### src/rtl/bcd_seg_pkg.sv
package bcd_seg_pkg;
  localparam int SEG_W = 7;
  localparam int CODE_W = 4;
  typedef logic [SEG_W-1:0] seg_t;
  typedef logic [CODE_W-1:0] code_t;

  // bit0 = a ... bit6 = g; codes above 9 are dark
  function automatic seg_t digit_pattern(code_t code);
    case (code)
      4'd0:    digit_pattern = 7'h3F;
      4'd1:    digit_pattern = 7'h06;
      4'd2:    digit_pattern = 7'h5B;
      4'd3:    digit_pattern = 7'h4F;
      4'd4:    digit_pattern = 7'h66;
      4'd5:    digit_pattern = 7'h6D;
      4'd6:    digit_pattern = 7'h7D;
      4'd7:    digit_pattern = 7'h07;
      4'd8:    digit_pattern = 7'h7F;
      4'd9:    digit_pattern = 7'h6F;
      default: digit_pattern = 7'h00;
    endcase
  endfunction
endpackage

### src/rtl/bcd_code_store.sv
module bcd_code_store
  import bcd_seg_pkg::*;
(
  input  logic  clk_i,
  input  logic  rst_ni,
  input  code_t code_i,
  input  logic  load_en_i,
  output code_t code_o
);
  code_t held_q;

  always_ff @(posedge clk_i or negedge rst_ni) begin
    if (!rst_ni)        held_q <= '0;
    else if (load_en_i) held_q <= code_i;
  end

  // transparent while open
  assign code_o = load_en_i ? code_i : held_q;
endmodule

### src/rtl/bcd_seg_decode.sv
module bcd_seg_decode
  import bcd_seg_pkg::*;
(
  input  code_t code_i,
  input  logic  blank_i,
  input  logic  phase_i,
  output seg_t  seg_o
);
  seg_t lit;

  always_comb begin
    lit   = blank_i ? '0 : digit_pattern(code_i);
    seg_o = lit ^ {SEG_W{phase_i}};
  end
endmodule

### src/rtl/bcd_phase_gen.sv
module bcd_phase_gen #(
  parameter int DIV_N = 8
) (
  input  logic clk_i,
  input  logic rst_ni,
  output logic phase_o
);
  localparam int HALF = DIV_N / 2;
  localparam int CW   = (HALF > 1) ? $clog2(HALF) : 1;
  localparam logic [CW-1:0] LAST = CW'(HALF - 1);

  logic [CW-1:0] cnt_q;
  logic          phase_q;

  always_ff @(posedge clk_i or negedge rst_ni) begin
    if (!rst_ni) begin
      cnt_q   <= '0;
      phase_q <= 1'b0;
    end else if (cnt_q == LAST) begin
      cnt_q   <= '0;
      phase_q <= ~phase_q;
    end else begin
      cnt_q   <= cnt_q + 1'b1;
    end
  end

  assign phase_o = phase_q;
endmodule

### src/rtl/bcd_seg_drv.sv
module bcd_seg_drv
  import bcd_seg_pkg::*;
#(
  parameter int DIV_N = 8
) (
  input  logic       clk_i,
  input  logic       rst_ni,
  input  logic [3:0] bcd_i,
  input  logic       load_en_i,
  input  logic       blank_i,
  input  logic       phase_i,
  input  logic       phase_sel_i,
  output logic [6:0] seg_o,
  output logic       backplane_o
);
  code_t code_eff;
  logic  ph_int;
  logic  ph_sel;
  seg_t  seg_d;
  seg_t  seg_q;
  logic  bp_q;

  bcd_code_store u_store (
    .clk_i     (clk_i),
    .rst_ni    (rst_ni),
    .code_i    (bcd_i),
    .load_en_i (load_en_i),
    .code_o    (code_eff)
  );

  bcd_phase_gen #(.DIV_N(DIV_N)) u_phase (
    .clk_i   (clk_i),
    .rst_ni  (rst_ni),
    .phase_o (ph_int)
  );

  assign ph_sel = phase_sel_i ? ph_int : phase_i;

  bcd_seg_decode u_dec (
    .code_i  (code_eff),
    .blank_i (blank_i),
    .phase_i (ph_sel),
    .seg_o   (seg_d)
  );

  // segments and plate share one register stage
  always_ff @(posedge clk_i or negedge rst_ni) begin
    if (!rst_ni) begin
      seg_q <= '0;
      bp_q  <= 1'b0;
    end else begin
      seg_q <= seg_d;
      bp_q  <= ph_int;
    end
  end

  assign seg_o       = seg_q;
  assign backplane_o = bp_q;
endmodule

### config.mk
export PLATFORM = sky130hd
export DESIGN_NAME = bcd_seg_drv
export DESIGN_NICKNAME = d
export VERILOG_FILES = /design/src/rtl/bcd_seg_pkg.sv /design/src/rtl/bcd_code_store.sv /design/src/rtl/bcd_seg_decode.sv /design/src/rtl/bcd_phase_gen.sv /design/src/rtl/bcd_seg_drv.sv
export SDC_FILE = /design/constraint.sdc
export NUM_CORES = 1
export LEC_CHECK = 0
export ABC_AREA = 1
export BUFFER_PORTS_ARGS = -buffer_cell sky130_fd_sc_hd__clkbuf_2
export CAP_MARGIN = 5
export CORE_MARGIN = 8
export CORE_UTILIZATION = 47
export DETAILED_ROUTE_END_ITERATION = 10
export HOLD_SLACK_MARGIN = 0.15
export PLACE_DENSITY = 0.74
export SLEW_MARGIN = 20
export SYNTH_ARGS = -nofsm -noshare
export SYNTH_HDL_FRONTEND = slang
export SYNTH_SLANG_ARGS = --single-unit
### constraint.sdc
create_clock -name clk_i -period 1.57 [get_ports clk_i]
set_clock_uncertainty 0.2 [all_clocks]
set_input_delay 0.2355 -clock clk_i [delete_from_list [all_inputs] [get_ports clk_i]]
set_output_delay 0.2355 -clock clk_i [all_outputs]
set_load 0.02 [all_outputs]
# Word level (Yosys, flattened, before mapping)
# Memory sizes are Yosys's and may differ from the RTL's.
# Index checks and enable logic that the tools add are counted.
# classes
addsub	1
n_mul	0
n_div	0
order_cmp	0
n_eq_ne	1
n_shift	0
muxes	4
bitwise_logic	2
n_reduce_logical	0
# ops
operator	n
$mux 7	1
$xor 7x7->7	1
$mux 4	1
$add 2x1->2 const B	1
$eq 2x2->1 const B	1
$mux 2	1
$mux 1	1
$not 1->1	1
# totals
register_bits	15
latchBits	0
mem_bits_rw	0
romBits	112
in_bits	10
out_inout_bits	8
word_cells	14
mem_count	1
# memory_table
memory	words	word_bits	read_ports	rd_clocked_by_memory_dff	wr	line	rtl
(name not given)	16	7	1	0	0	bcd_seg_pkg.sv:9	case (code)

# Longest topological paths before layout
# An unclocked memory read counts as a cell.
# depth
word_depth	4
ltp_mapped	11
mapped_depth_nobuf	11

# Hierarchy
# Synthesis repeated with hierarchy kept, for this count alone.
# unflattened
cells_unflattened	96
area_unflattened_um2	760.7
# by_module_without_submodules
module	n_inst	cells_each	area_each_um2	seq_area_each_um2
bcd_seg_decode	1	57	286.5	0.0
bcd_seg_drv	1	12	215.2	200.2
bcd_code_store	1	17	148.9	100.1
bcd_phase_gen	1	10	110.1	75.1

# Least setup slack after synthesis
# Ideal clock, no wire load.
# synth_path
path_kind	input-to-reg
from	in load_en_i
to	reg seg_q[6] (netlist: seg_o[6])
setup_time_ps	117
arrival_ps	1329
t_required_ps	1253
path_slack_ps	-77
cell_stages	10
n_path_buf	1
path_cell_list	buf_6 > o21ai_1 > inv_1 > ha_1 > inv_1 > nand3_1 > nand3_1 > nand3_1 > nand2_1 > nand2_1
# synth_via
elab_chain_len	4
# synth_rtl
item	line	rtl
start, declared	bcd_seg_drv.sv:9	input logic load_en_i,
$mux 4	--	
named net code_eff[0]	bcd_seg_drv.sv:16	code_t code_eff;
$mem_v2 16x7	--	
$mux 7	bcd_seg_decode.sv:12	lit = blank_i ? '0 : digit_pattern(code_i);
$xor 7x7->7	bcd_seg_decode.sv:13	seg_o = lit ^ {SEG_W{phase_i}};
named net seg_d[6]	bcd_seg_drv.sv:19	seg_t seg_d;
end signal, assigned	bcd_seg_drv.sv:52	seg_q <= seg_d;
end, declared	bcd_seg_drv.sv:20	seg_t seg_q;
# The timed path passes the listed nets, and every way through them passes these cells.
# A chain may end at the register's enable or synchronous reset.

# Worst setup path in the final report
# layout_path
from	in bcd_i[3]
to	reg seg_q[2] (netlist: seg_o[2])
# layout_via
elab_chain_len	4
# layout_rtl
item	line	rtl
start, declared	bcd_seg_drv.sv:8	input logic [3:0] bcd_i,
$mux 4	--	
named net code_eff[3]	bcd_seg_drv.sv:16	
$mem_v2 16x7	--	
$mux 7	bcd_seg_decode.sv:12	
$xor 7x7->7	bcd_seg_decode.sv:13	
named net seg_d[2]	bcd_seg_drv.sv:19	
# The timed path passes the listed nets, and every way through them passes these cells.

==> metrics.md <==
| Metric | Value |
|---|---|
| Number of maximum-capacitance violations | `0` |
| DRT Wirelength | `2.489 mm` |
| Type of the worst setup path | `input pin to register` |
| Crit path arrival time | `1540 ps` |
| CP dominant cell by count | `sky130_fd_sc_hd__nand2_1` |
| Biggest cell delay along the critical path | `530 ps` |
| Most frequent cells in the layout | `sky130_fd_sc_hd__nand2_1, sky130_fd_sc_hd__clkbuf_2, sky130_fd_sc_hd__dfrtp_1` |
| Post-route total power | `1.039 mW` |
| Total leakage power | `0.6777 nW` |
| Period minus WS final | `1554 ps` |
| Final weighted congestion in routability-driven placement | `0.8559` |
| Number of cells in the finished layout apart from fillers | `165` |
| Maximum buffer depth of the clock tree | `2` |
| Pin slew with the least headroom to its limit | `387.2 ps` |
| Vias after detailed routing | `874` |
| Core Region | `1882 µm²` |
| Core utilization of the finished layout | `71.14%` |
| Initial antenna violation count | `0` |
| Max-slew headroom at the worst pin | `74.19%` |
| Worst EP required | `1550 ps` |
| Post-Place Cells | `153` |
| Net count reported at finish | `155` |
| Post-synthesis cell count | `104` |
| Area growth syn-to-layout | `48.61%` |
| Power density normalized to cell area | `776.4 nW/µm²` |
| Floorplan row count | `16` |
| First-pass GRT wire length | `3.229 mm` |
| Detailed-routing iteration count for the pre-antenna-repair pass | `4` |
| Unique masters post-synth | `18` |
| Wire per inst | `15.08 µm` |
| DP HPWL | `1.422 mm` |
| Worst hold path type | `input pin to asynchronous set/reset pin` |
| Share of the clock period used by the worst path | `98.99%` |
| Congestion Overflow GR | `0` |
| Sequential-to-total area share from yosys stat | `41.67%` |
| Fill cell total of the finished layout | `143` |
| Reg-to-Reg End | `seg_o[0]` |
| Fin worst setup slack | `15.91 ps` |
| Number of max-slew violations in the final report | `0` |
| Crit-path cells | `dlygate4sd3_1 -> clkbuf_2 -> nand2_1 -> nand2_4 -> inv_6 -> nand3_1 -> nand4_1 -> nand2_1` |
| Antenna viol nets, final | `0` |
| Count of input and output buffers | `17` |
| Max Clock Freq | `643.5 MHz` |
| Mapped Area | `900.9 µm²` |
| Total Routing Usage GR | `11.74%` |
| Initial core utilization | `47.87%` |
| Synth Warn # | `0` |
| Crit Reg-Reg Startpoint | `u_store.held_q[0]` |
| Die height | `59.78 µm` |
| Number of flip-flops and latches in the synthesized netlist | `15` |
| Maximum number of pins on one net before global-route repair | `16` |
| Number of hold violations in the final report | `0` |
| Clock sink total | `15` |
| Overall die area | `3574 µm²` |
| RSZ-0062 raised after global routing | `yes` |
| Number of buffers created by CTS | `3` |
| Avg Cell Area, Syn | `8.662 µm²` |
| Via count normalized by instance count | `5.297` |
| Count of routing violations after the opening detailed-route iteration | `40` |
| I/O pin count | `18` |
| Most common library cell in the layout ignoring fill and taps | `sky130_fd_sc_hd__nand2_1` |
| Run status | `finished, final reports clean` |
| Residual DRC count | `0` |
| Setup slack after placement | `-147.2 ps` |
| Die X-Extent | `59.78 µm` |
| Mapped Nets | `120` |
| Critical path fanouts, max | `6` |
| Critical Path Sink Type | `register` |
| Worst reg2reg setup slack | `40 ps` |
| Clock slew at reported path FFs | `90 ps` |
| Worst setup SP type | `input pin` |
| Summed area of non-filler cells in the final layout | `1339 µm²` |
| Instance area at placement | `1052 µm²` |
| Endpoints failing setup | `0` |
| CTS root buf | `sky130_fd_sc_hd__clkbuf_4` |
| Slowest cell on the critical path | `sky130_fd_sc_hd__dlygate4sd3_1` |
| Maximum ir drop on the vdd rail | `0.4271 mV` |
| Cells on worst reg2reg path | `10` |
| Fraction of layout cells with a size suffix above 1 | `53.62%` |
| Antenna diode count | `0` |
| Clock latency on the worst-skew pair | `280 ps` |
| H-tree Lvls | `1` |
| Via count of the first global-routing pass | `813` |
| Clock tree from TritonCTS | `done` |
[routing by layer]
metal	track usage (%)	wire length, µm
met5	0	0
met2	21.23	1333
met1	11.75	937
met4	6.803	36
met3	3.011	182
[power by group]
group / internal (mW) / switching, mW
Sequential: 0.418 / 0.0118
Clock: 0.0947 / 0.128
Combinational: 0.147 / 0.240
[worst max-delay path: cells and delay by family]
family / cells / cell delay [ps]
and+or+nand+nor: 5 / 530
buffers and inverters: 3 / 760
[synth_stat cells (all sizes together)]
| cell type | n | area (µm²) |
|---|---|---|
| a21oi | 1 | 5.000 |
| buf | 3 | 31.27 |
| dfrtp | 15 | 375.4 |
| ha | 6 | 75.07 |
| inv | 14 | 60.05 |
| nand2 | 39 | 198.9 |
| nand3 | 16 | 95.09 |
| nand4 | 6 | 37.54 |
| nor2 | 1 | 3.750 |
| o21ai | 2 | 10.01 |
| xor2 | 1 | 8.760 |
[state kept, by name, summed over array words and instances, names as in the netlist]
name,flops
seg_o,7
u_store.held_q,4
u_phase.cnt_q,2
backplane_o,1
u_phase.phase_o,1
[worst max-delay path by stage]
stage	from	cells after the start	to
finish	bcd_i[3]	8	seg_o[2]
CTS	u_store.held_q[0]	8	seg_o[4]
global route	bcd_i[2]	10	seg_o[6]
detailed placement	load_en_i	12	seg_o[6]
global placement	load_en_i	12	seg_o[6]
floorplan	load_en_i	10	seg_o[6]
[stage by stage]
step	hold WS (ps)	setup TNS [ps]
floorplan	-260.1	0
global placement	-28.29	-447.3
detailed placement	-26.39	-571.5
CTS	160.0	-10.12
global route	230.4	-204.6
finish	193.5	0
[kinds of logic (layout without fill, tap and decap cells)]
family | Yosys count | after routing | synth area share, %
and+or+nand+nor | 62 | 63 | 37.22
buffers and inverters | 17 | 50 | 10.14
DFF | 15 | 15 | 41.67
adders and majority gates | 6 | 6 | 8.333
AOI/OAI and AO/OA | 3 | 3 | 1.666
xor gates and xnor gates | 1 | 1 | 0.9724
[repair_timing]
| action | CTS | global route |
|---|---|---|
| resized for setup | 7 | 34 |
| endpoints found under the hold margin | 19 | 0 |
| pin swaps | 3 | 18 |
| setup endpoints to repair | 4 | 7 |
| hold buffers | 5 | 0 |
| setup buffers | 1 | 1 |
| gates cloned | 0 | 1 |
[cell type report]
cell class | instances | area [µm²] | share of cell area [%]
tap | 27 | 33.78 | 2.523
clock buffer | 3 | 22.52 | 1.682
timing repair buffer | 32 | 221.5 | 16.54
sequential | 15 | 375.4 | 28.04
inverter | 14 | 71.32 | 5.327
clock inverter | 1 | 5.005 | 0.3738
multi-input combinational | 73 | 609.3 | 45.51
Power figures use the tool's default switching activity.
